[config.mk]
export PLATFORM = sky130hd
export DESIGN_NAME = vrec_ctrl
export DESIGN_NICKNAME = d
export VERILOG_FILES = /design/src/rtl/vrec_pkg.sv /design/src/rtl/vrec_btn_sync.sv /design/src/rtl/vrec_rate_div.sv /design/src/rtl/vrec_seq.sv /design/src/rtl/vrec_ctrl.sv
export SDC_FILE = /design/constraint.sdc
export NUM_CORES = 1
export LEC_CHECK = 0
export ABC_CLOCK_PERIOD_IN_PS = 2340
export BUFFER_PORTS_ARGS = -buffer_cell sky130_fd_sc_hd__buf_2
export CORE_AREA = 2 2 67 69
export DETAILED_ROUTE_END_ITERATION = 7
export DIE_AREA = 0 0 69 71
export PLACE_DENSITY = 0.84
export SETUP_SLACK_MARGIN = 0.05
export SYNTH_ARGS = -nofsm -noshare
export SYNTH_HDL_FRONTEND = slang
export SYNTH_SLANG_ARGS = --single-unit
[constraint.sdc]
create_clock -name clk -period 2.34 [get_ports clk]
set_input_delay 0.117 -clock clk [delete_from_list [all_inputs] [get_ports clk]]
set_output_delay 0.117 -clock clk [all_outputs]
set_load 0.01 [all_outputs]
[src/rtl/vrec_pkg.sv]
// Shared types for the voice recorder control sequencer.
// Assumes a 3-bit command field decoded by the memory sequencer.
package vrec_pkg;

    typedef enum logic [2:0] {
        ST_PDOWN = 3'd0,
        ST_STBY  = 3'd1,
        ST_DEL   = 3'd2,
        ST_SETUP = 3'd3,
        ST_VWAIT = 3'd4,
        ST_RUN   = 3'd5,
        ST_PAUSE = 3'd6,
        ST_GAP   = 3'd7
    } vrec_state_e;

    typedef enum logic [1:0] {
        MD_REC  = 2'd0,
        MD_PLAY = 2'd1,
        MD_ROM  = 2'd2
    } vrec_mode_e;

    typedef enum logic [2:0] {
        CMD_NONE      = 3'd0,
        CMD_SET_REC   = 3'd1,
        CMD_SET_PLAY  = 3'd2,
        CMD_SET_ROM   = 3'd3,
        CMD_ERASE_ONE = 3'd4,
        CMD_ERASE_ALL = 3'd5
    } vrec_cmd_e;

endpackage

[src/rtl/vrec_btn_sync.sv]
// Button front end: brings NBTN active-low asynchronous buttons into the
// clock domain through two flops and emits a one-cycle pulse on each
// falling edge. Assumes each press stays low for at least two clocks.
module vrec_btn_sync #(
    parameter int NBTN = 4
) (
    input  logic            clk,
    input  logic            rst_n,
    input  logic [NBTN-1:0] btn_n,
    output logic [NBTN-1:0] fall
);

    for (genvar i = 0; i < NBTN; i++) begin : g_btn
        logic [2:0] sh;

        // shift the raw level through the synchronizer and edge history
        always_ff @(posedge clk) begin
            if (!rst_n) sh <= 3'b111;
            else        sh <= {sh[1:0], btn_n[i]};
        end

        assign fall[i] = sh[2] & ~sh[1];
    end

endmodule

[src/rtl/vrec_rate_div.sv]
// Sample strobe generator: divides the master clock by 2, 1.5, 1.25 or 1
// times BASE_DIV according to rate_sel. It holds its counter at zero while
// en is low. Assumes BASE_DIV is a multiple of 4.
module vrec_rate_div #(
    parameter int BASE_DIV = 512
) (
    input  logic       clk,
    input  logic       rst_n,
    input  logic       en,
    input  logic [1:0] rate_sel,
    output logic       stb
);

    localparam int CW = $clog2(BASE_DIV * 2);

    logic [CW-1:0] cnt;
    logic [CW-1:0] lim;

    // terminal count for the selected divisor
    always_comb begin
        case (rate_sel)
            2'd0:    lim = CW'(BASE_DIV * 2 - 1);
            2'd1:    lim = CW'(BASE_DIV * 3 / 2 - 1);
            2'd2:    lim = CW'(BASE_DIV * 5 / 4 - 1);
            default: lim = CW'(BASE_DIV - 1);
        endcase
    end

    // free-running counter, wraps at the terminal count
    always_ff @(posedge clk) begin
        if (!rst_n || !en)  cnt <= '0;
        else if (cnt >= lim) cnt <= '0;
        else                cnt <= cnt + 1'b1;
    end

    assign stb = en && (cnt == lim);

endmodule

[src/rtl/vrec_seq.sv]
// Main control state machine. It accepts edge pulses from the button
// front end, issues setup and erase requests that are held until mem_ack,
// and tracks runs, pauses, voice waits and ROM phrase chaining.
// Assumes mem_ack and mem_end are one-cycle pulses from the memory side.
module vrec_seq
    import vrec_pkg::*;
#(
    parameter int PH_W    = 6,
    parameter int GAP_STB = 4
) (
    input  logic            clk,
    input  logic            rst_n,
    input  logic            go,
    input  logic            halt,
    input  logic            hold,
    input  logic            erase,
    input  logic            rec_sel,
    input  logic            rom_sel,
    input  logic [PH_W-1:0] phrase,
    input  logic            idle_stby,
    input  logic            vtrig_en,
    input  logic            voice_det,
    input  logic            mem_ack,
    input  logic            mem_end,
    input  logic            stb,
    output logic            busy,
    output logic            phrase_rdy,
    output logic            pwr_up,
    output logic            mem_req,
    output logic [2:0]      mem_cmd,
    output logic [PH_W-1:0] mem_phrase,
    output logic            mem_run,
    output logic            all_clr
);

    localparam int GCW = $clog2(GAP_STB + 1);

    vrec_state_e     st;
    vrec_mode_e      mode;
    logic            er_all;
    logic [PH_W-1:0] ph_q;
    logic            q_valid;
    logic [PH_W-1:0] q_ph;
    logic            clr_q;
    logic [GCW-1:0]  gap_cnt;
    vrec_state_e     idle_st;

    // idle target chosen by the idle-mode select
    assign idle_st = idle_stby ? ST_STBY : ST_PDOWN;

    // state, latched run parameters and phrase queue
    always_ff @(posedge clk) begin
        if (!rst_n) begin
            st      <= ST_PDOWN;
            mode    <= MD_PLAY;
            er_all  <= 1'b0;
            ph_q    <= '0;
            q_valid <= 1'b0;
            q_ph    <= '0;
            clr_q   <= 1'b0;
            gap_cnt <= '0;
        end else begin
            case (st)
                ST_PDOWN, ST_STBY: begin
                    if (erase) begin
                        st     <= ST_DEL;
                        er_all <= (phrase == '0);
                        ph_q   <= phrase;
                    end else if (go && clr_q) begin
                        st      <= ST_SETUP;
                        mode    <= rom_sel ? MD_ROM : (rec_sel ? MD_REC : MD_PLAY);
                        ph_q    <= phrase;
                        q_valid <= 1'b0;
                    end else begin
                        st <= idle_st;
                    end
                end
                ST_DEL: begin
                    if (mem_ack) begin
                        st <= idle_st;
                        if (er_all) clr_q <= 1'b1;
                    end
                end
                ST_SETUP: begin
                    if (mem_ack)
                        st <= (mode == MD_REC && vtrig_en) ? ST_VWAIT : ST_RUN;
                end
                ST_VWAIT: begin
                    if (halt)           st <= idle_st;
                    else if (voice_det) st <= ST_RUN;
                end
                ST_RUN: begin
                    if (halt) begin
                        st      <= idle_st;
                        q_valid <= 1'b0;
                    end else if (hold) begin
                        st <= ST_PAUSE;
                    end else if (mem_end) begin
                        if (mode == MD_ROM && q_valid) begin
                            st      <= ST_GAP;
                            gap_cnt <= '0;
                        end else begin
                            st <= idle_st;
                        end
                    end else if (go && mode == MD_ROM && !q_valid) begin
                        q_valid <= 1'b1;
                        q_ph    <= phrase;
                    end
                end
                ST_PAUSE: begin
                    if (halt) begin
                        st      <= idle_st;
                        q_valid <= 1'b0;
                    end else if (go) begin
                        st <= ST_RUN;
                    end
                end
                default: begin // ST_GAP
                    if (halt) begin
                        st      <= idle_st;
                        q_valid <= 1'b0;
                    end else if (stb) begin
                        if (gap_cnt == GCW'(GAP_STB - 1)) begin
                            st      <= ST_SETUP;
                            ph_q    <= q_ph;
                            q_valid <= 1'b0;
                        end else begin
                            gap_cnt <= gap_cnt + 1'b1;
                        end
                    end
                end
            endcase
        end
    end

    // command code presented with the request
    always_comb begin
        mem_cmd = CMD_NONE;
        if (st == ST_DEL)
            mem_cmd = er_all ? CMD_ERASE_ALL : CMD_ERASE_ONE;
        else if (st == ST_SETUP) begin
            case (mode)
                MD_REC:  mem_cmd = CMD_SET_REC;
                MD_PLAY: mem_cmd = CMD_SET_PLAY;
                default: mem_cmd = CMD_SET_ROM;
            endcase
        end
    end

    assign busy       = (st == ST_SETUP) || (st == ST_VWAIT) || (st == ST_RUN) ||
                        (st == ST_PAUSE) || (st == ST_GAP);
    assign pwr_up     = (st != ST_PDOWN);
    assign mem_req    = (st == ST_SETUP) || (st == ST_DEL);
    assign mem_run    = (st == ST_RUN);
    assign phrase_rdy = (st == ST_RUN) && (mode == MD_ROM) && !q_valid;
    assign mem_phrase = ph_q;
    assign all_clr    = clr_q;

endmodule

[src/rtl/vrec_ctrl.sv]
// Top of the voice recorder control sequencer: button synchronizers,
// sample-rate divider and main state machine. Assumes buttons are
// asynchronous, active low and held low for at least two clocks.
module vrec_ctrl #(
    parameter int PH_W     = 6,
    parameter int BASE_DIV = 512,
    parameter int GAP_STB  = 4
) (
    input  logic            clk,
    input  logic            rst_n,
    input  logic            start_n,
    input  logic            stop_n,
    input  logic            pause_n,
    input  logic            del_n,
    input  logic            rec_sel,
    input  logic            rom_sel,
    input  logic [PH_W-1:0] phrase,
    input  logic [1:0]      rate_sel,
    input  logic            idle_stby,
    input  logic            vtrig_en,
    input  logic            voice_det,
    input  logic            mem_ack,
    input  logic            mem_end,
    output logic            busy,
    output logic            phrase_rdy,
    output logic            pwr_up,
    output logic            samp_stb,
    output logic            mem_req,
    output logic [2:0]      mem_cmd,
    output logic [PH_W-1:0] mem_phrase,
    output logic            mem_run
);

    localparam int NBTN = 4;

    logic [NBTN-1:0] fall;
    logic            all_clr;

    vrec_btn_sync #(.NBTN(NBTN)) u_sync (
        .clk   (clk),
        .rst_n (rst_n),
        .btn_n ({del_n, pause_n, stop_n, start_n}),
        .fall  (fall)
    );

    vrec_rate_div #(.BASE_DIV(BASE_DIV)) u_div (
        .clk      (clk),
        .rst_n    (rst_n),
        .en       (pwr_up),
        .rate_sel (rate_sel),
        .stb      (samp_stb)
    );

    vrec_seq #(.PH_W(PH_W), .GAP_STB(GAP_STB)) u_seq (
        .clk        (clk),
        .rst_n      (rst_n),
        .go         (fall[0]),
        .halt       (fall[1]),
        .hold       (fall[2]),
        .erase      (fall[3]),
        .rec_sel    (rec_sel),
        .rom_sel    (rom_sel),
        .phrase     (phrase),
        .idle_stby  (idle_stby),
        .vtrig_en   (vtrig_en),
        .voice_det  (voice_det),
        .mem_ack    (mem_ack),
        .mem_end    (mem_end),
        .stb        (samp_stb),
        .busy       (busy),
        .phrase_rdy (phrase_rdy),
        .pwr_up     (pwr_up),
        .mem_req    (mem_req),
        .mem_cmd    (mem_cmd),
        .mem_phrase (mem_phrase),
        .mem_run    (mem_run),
        .all_clr    (all_clr)
    );

endmodule

# Yosys cells after proc, flatten, opt, wreduce, memory -nomap -nowiden
# Cells that the tools add are included.
# op_classes
n_mux	50
shift	0
n_mul	0
n_addsub	2
reduce_logical	42
div_mod_pow	0
order_cmp	1
bitwise_logic	15
eq_ne	30
# op_table
op	n
$mux 3	24
$mux 6	5
$pmux 10 s3	1
$pmux 3 s6	1
$reduce_bool 8->1	2
$mux 1	14
$ne 2x2->1 const B	7
$reduce_and 7->1	2
$eq 3x3->1 const B	4
$pmux 6 s2	1
$not 1->1	11
$add 10x1->10 const B	1
$eq 10x10->1	1
$ge 10x10->1	1
$reduce_and 5->1	2
$eq 3x2->1 const B	3
$ne 3x1->1 const B	3
$ne 3x2->1 const B	3
$reduce_and 9->1	1
$logic_and 1x1->1	8
$reduce_bool 4->1	2
$logic_not 6->1	1
$logic_or 1x1->1	6
$ne 2x1->1 const B	3
21 further kinds	33
# totals
ram_bits	0
mem_count	0
regBits	45
latch_bits	0
rom_bits	0
inputBits	21
elab_cells	153

# Depth between registers and ports, before layout
# Gate-level depths: netlist of the first run.
# logic_depth
word_depth	9
depth_mapped	9
depth_no_buf	8

# Cells and area by module
# From an unflattened synthesis of the first run, not the netlist that was laid out.
# hier_totals
hier_cells	252
area_unflattened_um2	2217.1
# by_module_without_submodules
module	seq_area_each_um2	cells_per_inst	area_per_inst_um2	instances
vrec_seq	460.4	166	1335.0	1
vrec_rate_div	200.2	57	518.0	1
vrec_btn_sync	240.2	29	364.1	1

# Worst setup path after synthesis of the first run
# OpenSTA, ideal clock, no wires.
# synth_timing
path_kind	in2reg
start	input port rate_sel[0]
end	register u_seq.gap_cnt[0]
n_path_buf	0
setup_slack_ps	371
stages	8
arrival_time_ps	1846
cell_sequence	inv_1 > ha_1 > inv_1 > ha_1 > nand3_1 > nor4_4 > nor3b_4 > mux2_1
# synth_via
elab_chain_cells	6
# synth_lines
element	line	rtl
start: declaration	vrec_ctrl.sv:18	input logic [1:0] rate_sel,
$eq 2x2->1 (tied with other cells)	vrec_rate_div.sv:21	case (rate_sel)
$pmux 10 s3 (*)	vrec_rate_div.sv:21	
$eq 10x10->1 (*)	vrec_rate_div.sv:36	assign stb = en && (cnt == lim);
$logic_and 1x1->1 (*)	vrec_rate_div.sv:36	
via samp_stb	vrec_ctrl.sv:27	output logic samp_stb,
$reduce_bool 2->1 (no line) (*)	--	
$reduce_and 7->1 (no line) (*)	--	
end signal: assignment	vrec_seq.sv:128	gap_cnt <= gap_cnt + 1'b1;
end: declaration	vrec_seq.sv:45	logic [GCW-1:0] gap_cnt;
# The timed path passes the listed nets; every way through them passes the cells marked *.
# A chain may end at the register's enable or synchronous reset.

# Worst setup path after layout of the first run
# layout_timing
start	register u_seq.st[1]
end	register u_seq.gap_cnt[0]
# layout_via
elab_chain_cells	4
# layout_lines
element	line	rtl
start: declaration	vrec_seq.sv:38	vrec_state_e st;
start signal: assignment	vrec_seq.sv:75	st <= idle_st;
start signal: assignment	vrec_seq.sv:80	st <= idle_st;
start signal: assignment	vrec_seq.sv:86	st <= (mode == MD_REC && vtrig_en) ? ST_VWAIT : ST_RUN;
$eq 3x1->1 (tied with other cells)	vrec_seq.sv:63	case (st)
$reduce_or 6->1 (no line) / $logic_and 1x1->1 (equally long branches)	--	
$not 1->1 (no line) / $reduce_bool 2->1 (equally long branches)	--	
$reduce_and 7->1 (no line)	--	
# Parallel ways exist; a longest one is shown, timed or not.

==> metrics.md, run 1 <==
| Metric | Value |
|---|---|
| Hold Crit Class | primary input to flop |
| Worst-path clk slew | 80 ps |
| Part of the power in registers | 52.7% |
| Synth Instances | 254 |
| GRT Util Overall | around a fifth |
| FMAX | between 500 and 600 MHz |
| Setup TNS | 0 ps |
| Combinational Power Share | between 10% and 20% |
| Worst Hold Depth | 2 |
| Crit share post-route | 83.2% |
| Largest stage delay, worst path | 640 ps |
| Max_slew headroom | 63.4% |
| Lkg Pwr | 0.00109 uW |
| Count of cell types in the netlist | 50 |
| Reg area | ~900 um^2 |
| Global-route wire length before repair | 8100 um |
| Clk root buf | clkbuf_8 |
| Multi-input gate area | 1270 um^2 |
| Sw Share | 25.9% |
| #FFs+latches synth | 45 |
| Max cap viols | 0 |
| Metal2 WL | 2180 um |
| Vias in the first global route | 1763 |
| Synthesized net count | 283 |
| Post-synthesis sequential area ratio | roughly two fifths |
| Nets | 321 |
| Internal Power | 1150 uW |
| Clk_lat worst skew | 300 ps |
| Drt wl/cell | 13.7 um |
| ANT nets after route | 0 |
| Critical Path RT | 2530 ps |
| Die height | 71 um |
| Worst setup EP type | flop |
| Clk pwr share | around a third |
| Status | completed |
| DP Worst Slack | 288 ps |
| Hold EP | u_seq.mode[0] |
| Fill count | ~380 |
| Worst vdd ir | 0.000443 V |
| Hold Vio Cnt, Final | 0 |
| Initial antenna violation count | 0 |
| HPWL Detailed | approximately 3400 um |
| Synth Area per Inst | 8.89 um^2 |
| Synthesis-to-layout area growth | 15.8% |
| Main area contributors after synthesis | dfxtp_1 (40%), nand2b_1 (5.0%), ha_1 (4.4%) |
| CP Buf/Inv Count | 0 |
| I/O pins | 36 |
| Commonest cells in the netlist | dfxtp_1 (45), nand2_1 (24), nor2_1 (21) |
| Post-route DRC violation count | 0 |
| End of the worst register-to-register path | u_seq.gap_cnt[0] |
| Initial Utilization | 53.7% |
| CP Cell Sequence | nor3_1 -> nor4_4 -> nor3b_4 -> mux2_1 |
| Final wirelength | 4740 um |
| Switch Pwr | roughly 400 uW |
| Total gr overflow | 0 |
| Worst-margin pin slew | 544 ps |
| Clock buffer depth | 2 |
| Gpl congestion | 0.854 |
| Clock period minus worst slack | 1950 ps |
| Post-synth top area share | 39.9% |
| Number of CTS-inserted buffers | 5 |
| Synth Flop Type | dfxtp_1 |
| DR vias | 1905 |
| CP Launch Type | flop |
| RSZ-0062 raised after global routing | false |
| CTS HTree Levels | 2 |
| Most frequent cell after synthesis | dfxtp_1 |
| Placed Area | about 2500 um^2 |
| CTS tree | done |
| Buffers on Ports | 35 |
| Drt pass-1 iters | 4 |
| Synthesized cell area | 2260 um^2 |
| Share of cells above drive strength 1 | 22.2% |
| Final WS setup | about 390 ps |
| Initial DRC Count | 122 |
| Core Box Area | 4200 um^2 |
| Hold wc startpoint | rec_sel |
| Async SR Flop Fraction | 0% |
| Routed length on met3 | ~250 um |
| Die Area | a little under 5000 um^2 |
| Setup violators final | 0 |
| Post-synth top area cell | dfxtp_1 |
| Top delay family on crit path | simple AND/OR/NAND/NOR gates |
| Top Metal Used | met4 |
| Die width | 69 um |
| Clk sinks | 45 |
| Crit path DAT | approximately 2100 ps |
| Post-route cell area | about 2600 um^2 |
| Largest net degree at the start of global routing | 32 |
| PD cells | 594 nW/um^2 |
| Clock skew | ~3.2 ps |
| Worst r2r src | u_seq.st[1] |
| Worst R2R Path Depth | 4 |
| Critical Path Fanout Max | 16 |
| Yosys Warn Count | 0 |
| Max-slew violations | 0 |
| Post-synth EDFFs | 0 |
| Row count | 24 |
| Slowest-stage cell, CP | dfxtp_1 |
| Reg2reg setup slack | between 300 and 400 ps |
| Vias per cell | 5.52 |
| Post-CTS setup buffer count | 0 |
| Metal1 wirelength | 2240 um |
| # diodes | 0 |
| WS Path Type | flop to flop |
sequential cells by signal, summed over array words and instances, names as in the netlist, 2 cells and up:
name              flops
u_sync.g_btn.sh      12
u_div.cnt            10
u_seq.mem_phrase      6
u_seq.q_ph            6
u_seq.gap_cnt         3
u_seq.st              3
u_seq.mode            2
cell type report:
cell class	instances	share of cell area, %
timing repair buffer	42	9.10
inverter	11	1.58
sequential	45	34.5
clock buffer	7	3.69
tap	52	2.49
multi-input combinational	187	48.5
clock inverter	1	0.191
what timing repair did:
action | in CTS | in global routing
hold buffers | 4 | 0
resized for setup | 0 | 0
hold endpoints to repair | 4 | 0
cell families (layout without fill, tap and decap cells):
| logic type | after synthesis | count (layout) | share of synthesized area (%) |
|---|---|---|---|
| buffers and inverters | 22 | 61 | 3.94 |
| xor gates and xnor gates | 8 | 8 | 3.10 |
| and+or+nand+nor | 113 | 113 | 28.9 |
| muxes | 16 | 16 | 7.48 |
| adders and majority gates | 8 | 8 | 4.43 |
| DFF | 45 | 45 | 39.9 |
| AOI/OAI and AO/OA | 42 | 42 | 12.3 |
power by group through the flow:
stage	Combinational [uW]	Clock [uW]	Sequential, uW
finish	210	524	818
CTS	210	534	818
detailed placement	203	0	836
global route	234	565	824
floorplan	153	0	820
global placement	199	0	836
layout by cell type, fill, tap and decap left out, drive strengths merged, types with 2 or more instances in the layout:
master | netlist | routed
ha | 8 | 8
xnor2 | 6 | 6
inv | 11 | 11
xor2 | 2 | 2
nor3 | 7 | 7
or4 | 4 | 4
dlygate4sd3 | 0 | 4
nand2 | 25 | 25
dfxtp | 45 | 45
a21oi | 9 | 9
nand2b | 18 | 18
nand3 | 11 | 11
o21ai | 9 | 9
mux2 | 7 | 7
and3b | 2 | 2
nand3b | 4 | 4
nor4 | 2 | 2
nand4 | 3 | 3
nor3b | 2 | 2
a21o | 4 | 4
a31oi | 5 | 5
nor2 | 22 | 22
nor2b | 5 | 5
mux2i | 9 | 9
buf | 5 | 38
and3 | 2 | 2
clkbuf | 6 | 7
or3 | 2 | 2
o22ai | 2 | 2
a311oi | 2 | 2
o211ai | 4 | 4
layer usage:
metal / GRT usage, % / vias to the layer above
met5: 0 / -
met4: 7.41 / 0
met3: 5.27 / 6
met2: 33.0 / 49
met1: 26.8 / 884
li1: - / 966
per-stage QoR:
| step | total power, uW | cells | utilization, % | hold WS, ps |
|---|---|---|---|---|
| global placement | 1040 | 333 | 58.8 | 299 |
| floorplan | 972 | 254 | - | 218 |
| CTS | 1560 | 345 | 62.2 | 22.9 |
| finish | 1550 | 345 | 62.2 | 25.1 |
| detailed placement | 1040 | 333 | 58.8 | 302 |
| global route | 1620 | 345 | 62.2 | 28.1 |
how the worst max path moves through the flow:
stage / cells past startpoint / from / end / slack, ps
2_1_floorplan: 8 / rate_sel[0] / u_seq.gap_cnt[0] / 370
3_3_place_gp: 9 / rate_sel[0] / u_seq.gap_cnt[0] / 370
3_5_place_dp: 9 / rate_sel[0] / u_seq.gap_cnt[0] / 290
4_1_cts: 4 / u_seq.st[1] / u_seq.gap_cnt[0] / 390
5_1_grt: 4 / u_seq.st[1] / u_seq.gap_cnt[0] / 190
6_report: 4 / u_seq.st[1] / u_seq.gap_cnt[0] / 390
worst register-to-register path: cells and delay by family (launching register included):
kind | cells | cell delay [ps]
flip-flops | 1 | 640
multiplexers | 1 | 360
AND/OR/NAND/NOR | 3 | 840
Power figures use the tool's default switching activity.
==> inputs of run 2 (changes only) <==
--- a/config.mk
+++ b/config.mk
@@ -5,12 +5,13 @@
 export SDC_FILE = /design/constraint.sdc
 export NUM_CORES = 1
 export LEC_CHECK = 0
-export ABC_CLOCK_PERIOD_IN_PS = 2340
+export ABC_AREA = 1
+export ABC_CLOCK_PERIOD_IN_PS = 1600
 export BUFFER_PORTS_ARGS = -buffer_cell sky130_fd_sc_hd__buf_2
-export CORE_AREA = 2 2 67 69
+export CORE_AREA = 2 2 71 73
 export DETAILED_ROUTE_END_ITERATION = 7
-export DIE_AREA = 0 0 69 71
-export PLACE_DENSITY = 0.84
+export DIE_AREA = 0 0 73 75
+export PLACE_DENSITY = 0.81
 export SETUP_SLACK_MARGIN = 0.05
 export SYNTH_ARGS = -nofsm -noshare
 export SYNTH_HDL_FRONTEND = slang
==> constraint.sdc (replaced) <==
create_clock -name clk -period 1.6 [get_ports clk]
set_input_delay 0.08 -clock clk [delete_from_list [all_inputs] [get_ports clk]]
set_output_delay 0.08 -clock clk [all_outputs]
set_load 0.01 [all_outputs]
==> run 2 against run 1 <==
Register-to-register slack got worse by 360 ps. Power rose to 2.7 times the previous value. Fmax is 24% higher. Flip-flop and latch count unchanged. Synthesized cell count rose by 32%. Via count grew 24%. Non-clock buffer count rose by 22. Die area grew 12%. Critical path type unchanged. Largest power group is now combinational cells.
==> metrics.md, run 2 <==
| Metric | Value |
|---|---|
| Status | completed |
| WS Path Type | flop to flop |
| Final wirelength | 5920 um (+25%) |
| I/O pins | 36 (unchanged) |
| Initial DRC Count | 257 (+110%) |
| GRT Util Overall | 22.1% (+1.6 points) |
| # diodes | 0 (unchanged) |
| Yosys Warn Count | 0 (unchanged) |
| Commonest cells in the netlist | nand2_1 (78), nor2_1 (59), dfxtp_1 (45) |
| Max-slew violations | 0 (unchanged) |
| Die width | 73 um (+5.8%) |
| Buffers on Ports | 35 (unchanged) |
| Post-synth EDFFs | 0 (unchanged) |
| HPWL Detailed | 3920 um (+14%) |
| Commonest non-fill, non-tap cell in the layout | nand2_1 |
| Gpl congestion | 0.917 (+7.4%) |
| Synth Flop Type | dfxtp_1 |
| Post-synth top area cell | dfxtp_1 |
| Post-route DRC violation count | 0 (unchanged) |
| Core Box Area | 4660 um^2 (+11%) |
| Synthesis-to-layout area growth | 31.5% |
| Die Area | 5480 um^2 (+12%) |
| Placed Area | 2670 um^2 (+7.8%) |
| Worst R2R Path Depth | 7 (+3) |
| Drt pass-1 iters | 4 (unchanged) |
| Largest Register | u_sync.g_btn.sh |
| Most frequent cells in the layout | nand2_1 (69), nor2_1 (52), dfxtp_1 (38) |
| Critical Path Fanout Max | 3 (-13) |
| Post-route cell area | 3050 um^2 (+17%) |
| Synthesized cell area | 2320 um^2 (+2.9%) |
| Die height | 75 um (+5.6%) |
| Reg2reg setup slack | 30 ps (-360 ps) |
| Row count | 25 (+4.2%) |
| Max cap viols | 0 (unchanged) |
| Count of cell types in the netlist | 35 (-30%) |
| Number of CTS-inserted buffers | 5 (unchanged) |
| Clock buffer depth | 2 (unchanged) |
| Max_slew headroom | 78.2% (+15 points) |
| Final WS setup | 34.5 ps (-358 ps) |
| Largest net degree at the start of global routing | 23 (-28%) |
| Max reg flops | 12 (unchanged) |
| Share of cells above drive strength 1 | 31.7% (+9.5 points) |
| Worst Hold Depth | 3 (+1) |
| Main area contributors after synthesis | dfxtp_1 (39%), nand2_1 (13%), nor2_1 (9.5%) |
| PD cells | 1360 nW/um^2 (+130%) |
| Worst-margin pin slew | 324 ps (-220 ps) |
| RSZ-0062 raised after global routing | true |
| #FFs+latches synth | 45 (unchanged) |
| Crit path DAT | 1760 ps (-380 ps) |
| Clk sinks | 45 (unchanged) |
| Global-route wire length before repair | 9380 um (+16%) |
| Post-Place Cells | 439 (+32%) |
| Metal2 WL | 2880 um (+32%) |
| Fill count | 384 (+0.79%) |
| Worst vdd ir | 0.000596 V (+34%) |
| Worst-path clk slew | 90 ps (about the same) |
| Post-synth top area share | 38.8% (-1.1 points) |
| Clock skew | 12.5 ps (+9.23 ps) |
| FMAX | 639 MHz (+24%) |
| ANT nets after route | 0 (unchanged) |
| Routed length on met3 | 396 um (+62%) |
| Most frequent cell after synthesis | nand2_1 |
| Multi-input gate area | 1390 um^2 (+9.5%) |
| Top Metal Used | met4 |
| Initial antenna violation count | 0 (unchanged) |
| Synthesized net count | 365 (+29%) |
| Hold wc startpoint | phrase[1] |
| Initial Utilization | 49.8% (-3.9 points) |
| Vias per cell | 5.20 (-5.9%) |
| Metal1 wirelength | 2430 um (+8.5%) |
| Clk root buf | clkbuf_8 |
| Nets | 429 (+34%) |
| Async SR Flop Fraction | 0% (unchanged) |
| Worst setup EP type | flop |
| Layout Cells excl Fill | 455 (+32%) |
| Drt wl/cell | 13.0 um (-5.3%) |
| CP Launch Type | flop |
| Worst r2r src | u_div.cnt[1] |
| CTS HTree Levels | 2 (unchanged) |
| Vias in the first global route | 2173 (+23%) |
| Lkg Pwr | 0.00148 uW (+36%) |
| Synth Area per Inst | 6.91 um^2 (-22%) |
| Synth Instances | 336 (+32%) |
| Hold EP | u_seq.q_ph[1] |
| Setup violators final | 0 (unchanged) |
| Hold WS | 28.2 ps (+3.05 ps) |
| Reg area | 915 um^2 (+1.5%) |
| End of the worst register-to-register path | u_div.cnt[8] |
| Crit share post-route | 97.8% (+15 points) |
| Hold Vio Cnt, Final | 0 (unchanged) |
| DP Worst Slack | -229 ps (-517 ps) |
| Total gr overflow | 0 (unchanged) |
| CTS tree | done |
| Overall Power | 4140 uW (+170%) |
| Clock period minus worst slack | 1570 ps (-382 ps) |
| Top Registers | u_sync.g_btn.sh: 12 flops, u_div.cnt: 10 flops |
| Hold Crit Class | primary input to flop |
| DR vias | 2364 (+24%) |
| Post-synthesis sequential area ratio | 38.8% (-1.1 points) |
| Clk_lat worst skew | 310 ps (about the same) |
| Critical Path RT | 1790 ps (-740 ps) |
## run 2: changes by cell type in the layout (fill, tap and decap cells not counted), moves of 8 or more
cell	before	now
buf_4	3	21
inv_1	11	34
or2_2	1	9
o21ai_0	2	16
mux2i_1	9	0
nand2b_1	18	0
nand2_1	24	69
nor2_1	21	52
nand2_2	1	9
## run 2: what timing repair did
| item | in CTS | in global routing |
|---|---|---|
| pin swaps | 8 | 12 |
| setup endpoints to repair | 14 | 23 |
| hold buffers | 6 | 0 |
| cloned | 1 | 0 |
| setup buffers | 0 | 1 |
| gates resized for setup | 19 | 34 |
| hold endpoints to repair | 5 | 0 |
## run 2: logic make-up (layout without fill, tap and decap cells)
logic type,after synthesis,after routing,synth area share [%]
and+or+nand+nor,194,195,38.0
xor gates and xnor gates,4,4,1.51
DFF,45,45,38.8
buffers and inverters,50,114,9.59
AOI/OAI and AO/OA,35,35,7.81
adders and majority gates,8,8,4.31
## run 2: how the worst max path moves through the flow
stage	startpoint	to	slack [ps]	cells past startpoint
finish	u_div.cnt[1]	u_div.cnt[8]	30	7
global route	u_div.cnt[1]	u_div.cnt[8]	-30	7
CTS	u_div.cnt[9]	u_seq.gap_cnt[1]	60	10
detailed placement	rate_sel[0]	u_seq.mem_phrase[5]	-230	12
global placement	rate_sel[0]	u_seq.mem_phrase[5]	-130	12
floorplan	rate_sel[0]	u_seq.mem_phrase[4]	120	12
## run 2: stage by stage
step                util [%]  setup TNS (ps)
floorplan                  -               0
global placement        57.2           -1240
detailed placement      57.2           -2230
CTS                     62.8               0
global route            65.5           -32.1
finish                  65.5               0
## run 2: critical path: stages, from the launching register on
cell	delay (ps)
dfxtp_1	340
ha_2	180
nand2_2	70
buf_4	140
nor2_1	260
nand4_1	190
xor2_1	210
nor2_1	60
## run 2: cell type report
type / count / share of cell area, %
clock buffers: 6 / 2.38
clock inverters: 2 / 1.27
inverters: 42 / 5.16
multi-input cells: 242 / 45.4
flip-flops and latches: 45 / 29.9
well taps: 54 / 2.21
repair buffers: 64 / 13.6
## run 2: power breakdown
part,internal (uW),switching (uW)
registers,1290,104
logic,715,1160
clock network,469,410
total,2470,1670
## run 2: per-layer routing
metal | vias to the layer above | track usage [%]
met3 | 23 | 5.76
met1 | 1053 | 25.6
met5 | - | 0
li1 | 1194 | -
met2 | 94 | 37.7
met4 | 0 | 11.5
